===== config.mk =====
export PLATFORM = sky130hd
export DESIGN_NAME = dual_doorbell
export DESIGN_NICKNAME = d
export VERILOG_FILES = /design/src/rtl/dual_doorbell_pkg.sv /design/src/rtl/dual_doorbell_bitslice.sv /design/src/rtl/dual_doorbell_mask_reg.sv /design/src/rtl/dual_doorbell_level_fsm.sv /design/src/rtl/dual_doorbell_irq_gen.sv /design/src/rtl/dual_doorbell.sv
export SDC_FILE = /design/constraint.sdc
export NUM_CORES = 1
export LEC_CHECK = 0
export ABC_AREA = 1
export ABC_CLOCK_PERIOD_IN_PS = 1400
export BUFFER_PORTS_ARGS = -buffer_cell sky130_fd_sc_hd__buf_2
export CORE_UTILIZATION = 45
export DETAILED_ROUTE_END_ITERATION = 16
export HOLD_SLACK_MARGIN = 0.12
export MAX_ROUTING_LAYER = met4
export PLACE_DENSITY = 0.8
export SETUP_SLACK_MARGIN = 0.1
export SLEW_MARGIN = 20
export SYNTH_ARGS = -nofsm -noshare
export SYNTH_HDL_FRONTEND = slang
export SYNTH_SLANG_ARGS = --single-unit

===== constraint.sdc =====
create_clock -name clk -period 1.4 [get_ports clk]
set_clock_uncertainty 0.05 [all_clocks]
set_input_delay 0.14 -clock clk [delete_from_list [all_inputs] [get_ports clk]]
set_output_delay 0.14 -clock clk [all_outputs]
set_load 0.1 [all_outputs]

===== src/rtl/dual_doorbell_pkg.sv =====
package dual_doorbell_pkg;

    // Local port target select values
    localparam logic LOC_SEL_DOORBELL = 1'b0;
    localparam logic LOC_SEL_MASK     = 1'b1;

    // Two-state level machine used for both outputs
    typedef enum logic {
        LVL_QUIET  = 1'b0,
        LVL_RAISED = 1'b1
    } lvl_state_e;

endpackage


===== src/rtl/dual_doorbell_bitslice.sv =====
module dual_doorbell_bitslice (
    input  logic clk,
    input  logic rst_n,
    input  logic set_i,
    input  logic clr_i,
    output logic bit_o
);

    // A set has priority over a clear, so a doorbell is never lost
    always_ff @(posedge clk or negedge rst_n) begin
        if (!rst_n) begin
            bit_o <= 1'b0;
        end else if (set_i) begin
            bit_o <= 1'b1;
        end else if (clr_i) begin
            bit_o <= 1'b0;
        end
    end

endmodule


===== src/rtl/dual_doorbell_mask_reg.sv =====
module dual_doorbell_mask_reg #(
    parameter int W = 31
) (
    input  logic         clk,
    input  logic         rst_n,
    input  logic         load_i,
    input  logic [W-1:0] data_i,
    output logic [W-1:0] mask_o
);

    always_ff @(posedge clk or negedge rst_n) begin
        if (!rst_n) begin
            mask_o <= '0;
        end else if (load_i) begin
            mask_o <= data_i;
        end
    end

endmodule


===== src/rtl/dual_doorbell_level_fsm.sv =====
module dual_doorbell_level_fsm
    import dual_doorbell_pkg::*;
(
    input  logic clk,
    input  logic rst_n,
    input  logic req_i,
    output logic active_o
);

    lvl_state_e state_q;
    lvl_state_e state_d;

    // State register
    always_ff @(posedge clk or negedge rst_n) begin
        if (!rst_n) begin
            state_q <= LVL_QUIET;
        end else begin
            state_q <= state_d;
        end
    end

    // Transitions: QUIET -> RAISED on req, RAISED -> QUIET when req drops
    always_comb begin
        state_d = state_q;
        unique case (state_q)
            LVL_QUIET:  if (req_i)  state_d = LVL_RAISED;
            LVL_RAISED: if (!req_i) state_d = LVL_QUIET;
        endcase
    end

    // Outputs
    always_comb begin
        active_o = (state_q == LVL_RAISED);
    end

endmodule


===== src/rtl/dual_doorbell_irq_gen.sv =====
module dual_doorbell_irq_gen #(
    parameter int DATA_W = 32,
    localparam int DB_W  = DATA_W - 1
) (
    input  logic              clk,
    input  logic              rst_n,
    input  logic [DATA_W-1:0] db_i,
    input  logic [DB_W-1:0]   mask_i,
    output logic              irq_o,
    output logic              mchk_o
);

    logic pend_irq;
    logic pend_mchk;

    always_comb begin
        pend_irq  = |(db_i[DB_W-1:0] & mask_i);
        pend_mchk = db_i[DATA_W-1];
    end

    dual_doorbell_level_fsm irq_fsm_i (
        .clk      (clk),
        .rst_n    (rst_n),
        .req_i    (pend_irq),
        .active_o (irq_o)
    );

    dual_doorbell_level_fsm mchk_fsm_i (
        .clk      (clk),
        .rst_n    (rst_n),
        .req_i    (pend_mchk),
        .active_o (mchk_o)
    );

endmodule


===== src/rtl/dual_doorbell.sv =====
module dual_doorbell
    import dual_doorbell_pkg::*;
#(
    parameter int DATA_W = 32
) (
    input  logic              clk,
    input  logic              rst_n,
    input  logic              rmt_wr_en,
    input  logic [DATA_W-1:0] rmt_wr_data,
    output logic [DATA_W-1:0] rmt_rd_data,
    input  logic              loc_wr_en,
    input  logic              loc_wr_sel,
    input  logic [DATA_W-1:0] loc_wr_data,
    input  logic              loc_rd_sel,
    output logic [DATA_W-1:0] loc_rd_data,
    output logic              db_irq,
    output logic              mchk_req
);

    localparam int DB_W = DATA_W - 1;

    logic              clr_en;
    logic              mask_ld;
    logic [DATA_W-1:0] db_q;
    logic [DB_W-1:0]   mask_q;

    always_comb begin
        clr_en  = loc_wr_en && (loc_wr_sel == LOC_SEL_DOORBELL);
        mask_ld = loc_wr_en && (loc_wr_sel == LOC_SEL_MASK);
    end

    // One storage cell per doorbell bit
    for (genvar i = 0; i < DATA_W; i++) begin : g_bit
        dual_doorbell_bitslice cell_i (
            .clk   (clk),
            .rst_n (rst_n),
            .set_i (rmt_wr_en & rmt_wr_data[i]),
            .clr_i (clr_en & loc_wr_data[i]),
            .bit_o (db_q[i])
        );
    end

    dual_doorbell_mask_reg #(.W(DB_W)) mask_i (
        .clk    (clk),
        .rst_n  (rst_n),
        .load_i (mask_ld),
        .data_i (loc_wr_data[DB_W-1:0]),
        .mask_o (mask_q)
    );

    dual_doorbell_irq_gen #(.DATA_W(DATA_W)) irq_i (
        .clk    (clk),
        .rst_n  (rst_n),
        .db_i   (db_q),
        .mask_i (mask_q),
        .irq_o  (db_irq),
        .mchk_o (mchk_req)
    );

    // Read paths
    always_comb begin
        rmt_rd_data = db_q;
        if (loc_rd_sel == LOC_SEL_MASK) begin
            loc_rd_data = {1'b0, mask_q};
        end else begin
            loc_rd_data = db_q;
        end
    end

endmodule


==> metrics.md, run 1 <==
| Metric | Value |
|---|---|
| Yosys warns | `0` |
| Tcrit/Tclk final | `1.03` |
| Overall Power | `about 7800 uW` |
| Row count | `31` |
| Worst Hold Endpoint | `g_bit[16].cell_i.bit_o` |
| Crit end category | `primary output` |
| Area Growth Syn to Fin | `69.1%` |
| Post-route setup TNS | `-273 ps` |
| Hold Crit Depth | `4` |
| DRC viols | `0` |
| Req. time, crit path | `~1200 ps` |
| Die Ht | `~90 um` |
| Reg-to-Reg End | `irq_i.irq_fsm_i.active_o` |
| Post-Route M1 WL | `between 4000 and 5000 um` |
| GRT Total Usage | `0.291` |
| Synth unique cells | `16` |
| Total number of vias | `approximately 3600` |
| Final core utilization | `0.802` |
| Worst-path clk slew | `roughly 80 ps` |
| Cell Area, Synth | `3490 um2` |
| WL final | `~12000 um` |
| Crit path launch | `g_bit[30].cell_i.bit_o` |
| HPWL after DPL | `between 6000 and 7000 um` |
| Antenna cells | `0` |
| Reg2Reg Setup Slack | `120 ps` |
| WS Path Type | `reg -> out` |
| Status | `finished, violations left` |
| Clock buffer depth | `2` |
| Wire length on met3 | `roughly 850 um` |
| Pins Over Slew Limit | `0` |
| Worst-skew pair later-pin latency | `330 ps` |
| Worst hold path type | `in -> reg` |
| Iter 0 DRT Violations | `about 220` |
| Syn avg cell area | `just under 9 um2` |
| Most frequent cells in the layout | `142 x nand2_1, 71 x dlygate4sd3_1, 71 x buf_2` |
| Placed Cells | `a little under 600` |
| IO Port Bufs | `135` |
| Largest net degree at the start of global routing | `66` |
| CTS root buf | `clkbuf_8` |
| Nets@finish | `685` |
| Reg2Reg Depth | `8` |
| Layout cells sized above 1 | `0.385` |
| Synth Instances | `399` |
| Via density | `between 5 and 6` |
| Worst setup SP type | `register` |
| Number of cells in the finished layout apart from fillers | `between 700 and 800` |
| Top Metal Used | `met4` |
| Flops & latches, synth | `65` |
| CP Max Fanout | `4` |
| Clock sinks | `65` |
| Post-Syn Nets | `around 470` |
| CTS tree | `built` |
| VDD IR max | `slightly above 0.8 mV` |
| Filler instances | `417` |
| Initial core utilization | `0.474` |
| Die X | `~90 um` |
| Max Cap Violations | `0` |
| IO Count | `136` |
| Reg2reg start | `g_bit[17].cell_i.bit_o` |
| Critical path data arrival time | `between 1000 and 1500 ps` |
| Final Wtd Congestion | `between 0.7 and 0.8` |
| Failing checks | `negative setup slack` |
| Placeable core region | `between 7000 and 8000 um2` |
| Drt pass-1 iters | `4` |
| Unrepaired setup endpoints after global routing | `true` |
| Relative slew margins | `0.517` |
| Number of global-route vias before repair | `3746` |
| Met2 wire length | `6320 um` |
| Worst-margin pin slew | `roughly 720 ps` |
| First-pass GRT wire length | `17800 um` |
| Initial antenna violation count | `0` |
| Commonest non-fill, non-tap cell in the layout | `nand2_1` |
| DR WL/cell | `roughly 17 um` |
| Pre-CTS WS | `between 100 and 150 ps` |
| Power per cell area | `roughly 1300 nW/um2` |
| Final setup margin | `-44.6 ps` |
| Pleak | `around 0.0030 uW` |
| Max Fclk | `692 MHz` |
| CTS Buf Count | `9` |
| Crit path time final | `about 1400 ps` |
| Final Hold Fails | `0` |
| Overflow after GRT | `0` |
| H-tree levels | `3` |
| HP Start | `loc_wr_data[16]` |
| Seq/Total Area, Yosys | `0.465` |
| Die outline area | `between 8000 and 9000 um2` |
| Final setup fails | `15` |
| Detail Route Antenna Nets | `0` |
[routing by layer]
layer / global-route usage / vias up
li1: - / 1655
met3: 0.0567 / 55
met5: - / -
met1: 0.319 / 1725
met4: 0.138 / 0
met2: 0.506 / 212
[state kept, by name (all words and copies together), names as in the netlist]
name,cells
mask_i.mask_o,31
irq_i.irq_fsm_i.active_o,1
irq_i.mchk_fsm_i.active_o,1
g_bit.cell_i.bit_o,32
[where the power goes]
part | leakage (uW) | total, uW | internal, uW | switching (uW)
Combinational | 0.00222 | 4130 | 1460 | 2670
Clock | 0.0000850 | 1390 | 638 | 755
Sequential | 0.000739 | 2320 | 2100 | 217
[critical path: stages, from the launching register on]
cell and delay, ps:
dfrtp_1 450, mux2_4 310, buf_12 170
[what timing repair did]
item | 4_1_cts | 5_1_grt
endpoints found under the hold margin | 128 | 5
hold buffers | 77 | 5
setup endpoints to repair | 64 | 46
pin swaps | 0 | 7
buffers inserted | 16 | 25
gates resized for setup | 34 | 41
[cell families (layout without fill, tap and decap cells)]
group                  Yosys count  in the layout  share of synthesized area
AND/OR/NAND/NOR                158            158                      0.171
buffers and inverters           82            303                      0.141
flip-flops                      65             65                      0.465
AO/OA/AOI/OAI                   63             63                     0.0913
multiplexers                    31             31                      0.131
[cell usage after synthesis]
master | number | area share
a22o_1 | 1 | 0.0025
buf_12 | 3 | 0.017
buf_2 | 7 | 0.010
buf_4 | 32 | 0.069
buf_6 | 1 | 0.0032
clkbuf_1 | 4 | 0.0043
clkbuf_2 | 1 | 0.0014
dfrtp_1 | 65 | 0.47
inv_1 | 34 | 0.037
mux2_2 | 2 | 0.0064
mux2_4 | 29 | 0.12
nand2_1 | 145 | 0.16
nand2_2 | 1 | 0.0018
nand3_1 | 1 | 0.0014
nor2_1 | 11 | 0.012
o21ai_0 | 62 | 0.089
[layout make-up]
class                           instances  area [um2]  area share
Tap cell                               99         124      0.0210
Multi-Input combinational cell        252        1410       0.239
Clock inverter                          7        47.5     0.00805
Inverter                               34         128      0.0216
Timing Repair Buffer                  253        2450       0.414
Clock buffer                            9         124      0.0210
Sequential cell                        65        1630       0.275
[worst max path at each step]
stage | to | slack (ps) | cells after the start
2_1_floorplan | loc_rd_data[31] | 310 | 3
3_3_place_gp | loc_rd_data[20] | 150 | 4
3_5_place_dp | loc_rd_data[3] | 130 | 4
4_1_cts | loc_rd_data[30] | -40 | 2
5_1_grt | loc_rd_data[30] | -80 | 2
6_report | loc_rd_data[30] | -40 | 2
[per-stage QoR]
step | hold slack [ps] | cell area, um2
2_1_floorplan | -206 | 3500
3_3_place_gp | 129 | 4500
3_5_place_dp | 134 | 4500
4_1_cts | 289 | 5650
5_1_grt | 126 | 5910
6_report | 90.6 | 5910
(Power assumes the default switching activity.)
==> inputs of run 2 (changes only) <==
--- a/config.mk
+++ b/config.mk
@@ -18,3 +18,4 @@
 export SYNTH_ARGS = -nofsm -noshare
 export SYNTH_HDL_FRONTEND = slang
 export SYNTH_SLANG_ARGS = --single-unit
+export TNS_END_PERCENT = 50
==> metrics.md, run 2 (synthesis results as in run 1) <==
| Metric | Value |
|---|---|
| Number of global-route vias before repair | `3725 (-0.56%)` |
| VDD IR max | `0.948 mV (+15%)` |
| CTS tree | `built` |
| Via density | `5.19 (+2.3%)` |
| GRT Total Usage | `0.299 (+0.00833)` |
| Worst setup SP type | `register` |
| Die outline area | `8120 um2 (unchanged)` |
| Final Wtd Congestion | `0.792 (unchanged)` |
| WS Path Type | `reg -> out` |
| Most frequent cells in the layout | `145 x nand2_1, 81 x buf_2, 73 x dlygate4sd3_1` |
| Worst-skew pair later-pin latency | `340 ps (about the same)` |
| Overall Power | `7760 uW (-0.94%)` |
| Iter 0 DRT Violations | `259 (+17%)` |
| Overflow after GRT | `0 (unchanged)` |
| Critical path data arrival time | `1270 ps (+20 ps)` |
| Largest net degree at the start of global routing | `66 (unchanged)` |
| Worst-path clk slew | `80 ps (about the same)` |
| Clk pwr share | `0.182 (+0.004)` |
| Layout cells sized above 1 | `0.358 (-0.0278)` |
| CP Max Fanout | `3 (-1)` |
| Gate power share | `0.519 (-0.008)` |
| Crit end category | `primary output` |
| Worst-margin pin slew | `680 ps (-44.7 ps)` |
| Crit path time final | `1460 ps (+16.3 ps)` |
| IO Port Bufs | `135 (unchanged)` |
| Reg with most FFs | `g_bit.cell_i.bit_o` |
| Pins Over Slew Limit | `0 (unchanged)` |
| Commonest non-fill, non-tap cell in the layout | `nand2_1` |
| Initial antenna violation count | `0 (unchanged)` |
| Antenna cells | `0 (unchanged)` |
| Internal | `4130 uW (-1.7%)` |
| CTS root buf | `clkbuf_8` |
| Failing checks | `negative setup slack` |
| Final Hold Fails | `0 (unchanged)` |
| Max FFs per register | `32 (unchanged)` |
| Drt pass-1 iters | `5 (+1)` |
| Final setup fails | `24 (+9)` |
| Tcrit/Tclk final | `1.04 (+0.0116)` |
| Max Fclk | `685 MHz (-1.1%)` |
| Initial core utilization | `0.474 (unchanged)` |
| Clock sinks | `65 (unchanged)` |
| Pre-CTS WS | `129 ps (unchanged)` |
| Seq pwr share | `0.299 (+0.003)` |
| HPWL after DPL | `6010 um (unchanged)` |
| Detail Route Antenna Nets | `0 (unchanged)` |
| IO Count | `136 (unchanged)` |
| Sw Pwr | `3630 uW (about the same)` |
| Unrepaired setup endpoints after global routing | `true` |
| Nets@finish | `680 (-0.73%)` |
| Die X | `90.1 um (unchanged)` |
| Area Growth Syn to Fin | `65.7%` |
| CTS Buf Count | `9 (unchanged)` |
| Status | `finished, violations left` |
| First-pass GRT wire length | `18200 um (+2.3%)` |
| Largest registers | `g_bit.cell_i.bit_o: 32 flops, mask_i.mask_o: 31 flops` |
| H-tree levels | `3 (unchanged)` |
| Final setup margin | `-60.9 ps (-16.3 ps)` |
| DR WL/cell | `17.8 um (+2.4%)` |
| Power per cell area | `1340 nW/um2 (+1.1%)` |
| Die Ht | `90.1 um (unchanged)` |
| Clock buffer depth | `2 (unchanged)` |
| WL final | `12700 um (+1.7%)` |
| Relative slew margins | `0.547 (+0.0298)` |
| Max Cap Violations | `0 (unchanged)` |
| Placeable core region | `7370 um2 (unchanged)` |
| DRC viols | `0 (unchanged)` |
| Total number of vias | `3704 (+1.6%)` |
| Pleak | `0.00299 uW (-1.7%)` |
| Worst hold path type | `in -> reg` |
| Row count | `31 (unchanged)` |
| Final core utilization | `0.786 (-0.0160)` |
| Sw Share | `0.468 (+0.00404)` |
| Req. time, crit path | `1210 ps (about the same)` |
-- run 2: cell types whose count changed in the layout (fill, tap and decap cells not counted), sizes merged --
cell	before	now
buf	180	164
dlymetal6s4s	1	5
clkbuf	10	15
dlygate4sd3	71	73
-- run 2: stage by stage --
step / TNS (ps) / hold WS, ps / cell area (um2) / std cells
after global placement: 0 / 129 / 4500 / 590
final: -465 / 269 / 5790 / 714
after floorplan: 0 / -206 / 3500 / 399
after CTS: -305 / 289 / 5610 / 700
after detailed placement: 0 / 134 / 4500 / 590
after global routing: -1400 / 288 / 5790 / 714
-- run 2: metal layers --
metal	part of all wire	vias to the layer above	track usage
met1	0.36	1746	0.322
met2	0.52	241	0.531
met5	0	-	-
met4	0.050	0	0.145
met3	0.071	65	0.0516
li1	-	1652	-
-- run 2: area by class of cell --
class	count	area, um2
Clock inverter	7	47.5
Fill cell	451	1580
Tap cell	99	124
Timing Repair Buffer	248	2350
Sequential cell	65	1630
Clock buffer	9	124
Inverter	34	128
Multi-Input combinational cell	252	1390
-- run 2: repair_timing --
item                                    in CTS  in global routing
resized for setup                           14                 30
endpoints found under the setup margin      64                 68
hold endpoints to repair                   128                  0
pin swaps                                    0                  1
buffers inserted                            16                 14
hold buffers                                78                  0
-- run 2: path summary, 6_finish.rpt --
path | startpoint | to | slack [ps] | cells after the start
max in group asynchronous | rst_n | g_bit[15].cell_i.bit_o | 710 | 3
max | g_bit[29].cell_i.bit_o | loc_rd_data[29] | -60 | 2
min in group asynchronous | rst_n | g_bit[29].cell_i.bit_o | 310 | 3
min | loc_wr_data[25] | g_bit[25].cell_i.bit_o | 270 | 5
min reg2reg | mask_i.mask_o[19] | mask_i.mask_o[19] | 460 | 2
max reg2reg | g_bit[3].cell_i.bit_o | g_bit[3].cell_i.bit_o | 70 | 3
-- run 2: critical path: stages, from the launching register on --
cell and delay [ps]:
dfrtp_1 440, mux2_4 320, buf_12 170
-- run 2: power by group through the flow --
stage	Combinational [uW]	Clock (uW)	Sequential, uW
detailed placement	3500	0	2340
global placement	3460	0	2330
finish	4030	1410	2320
floorplan	2640	0	2300
global route	4170	1520	2340
CTS	3810	1400	2300
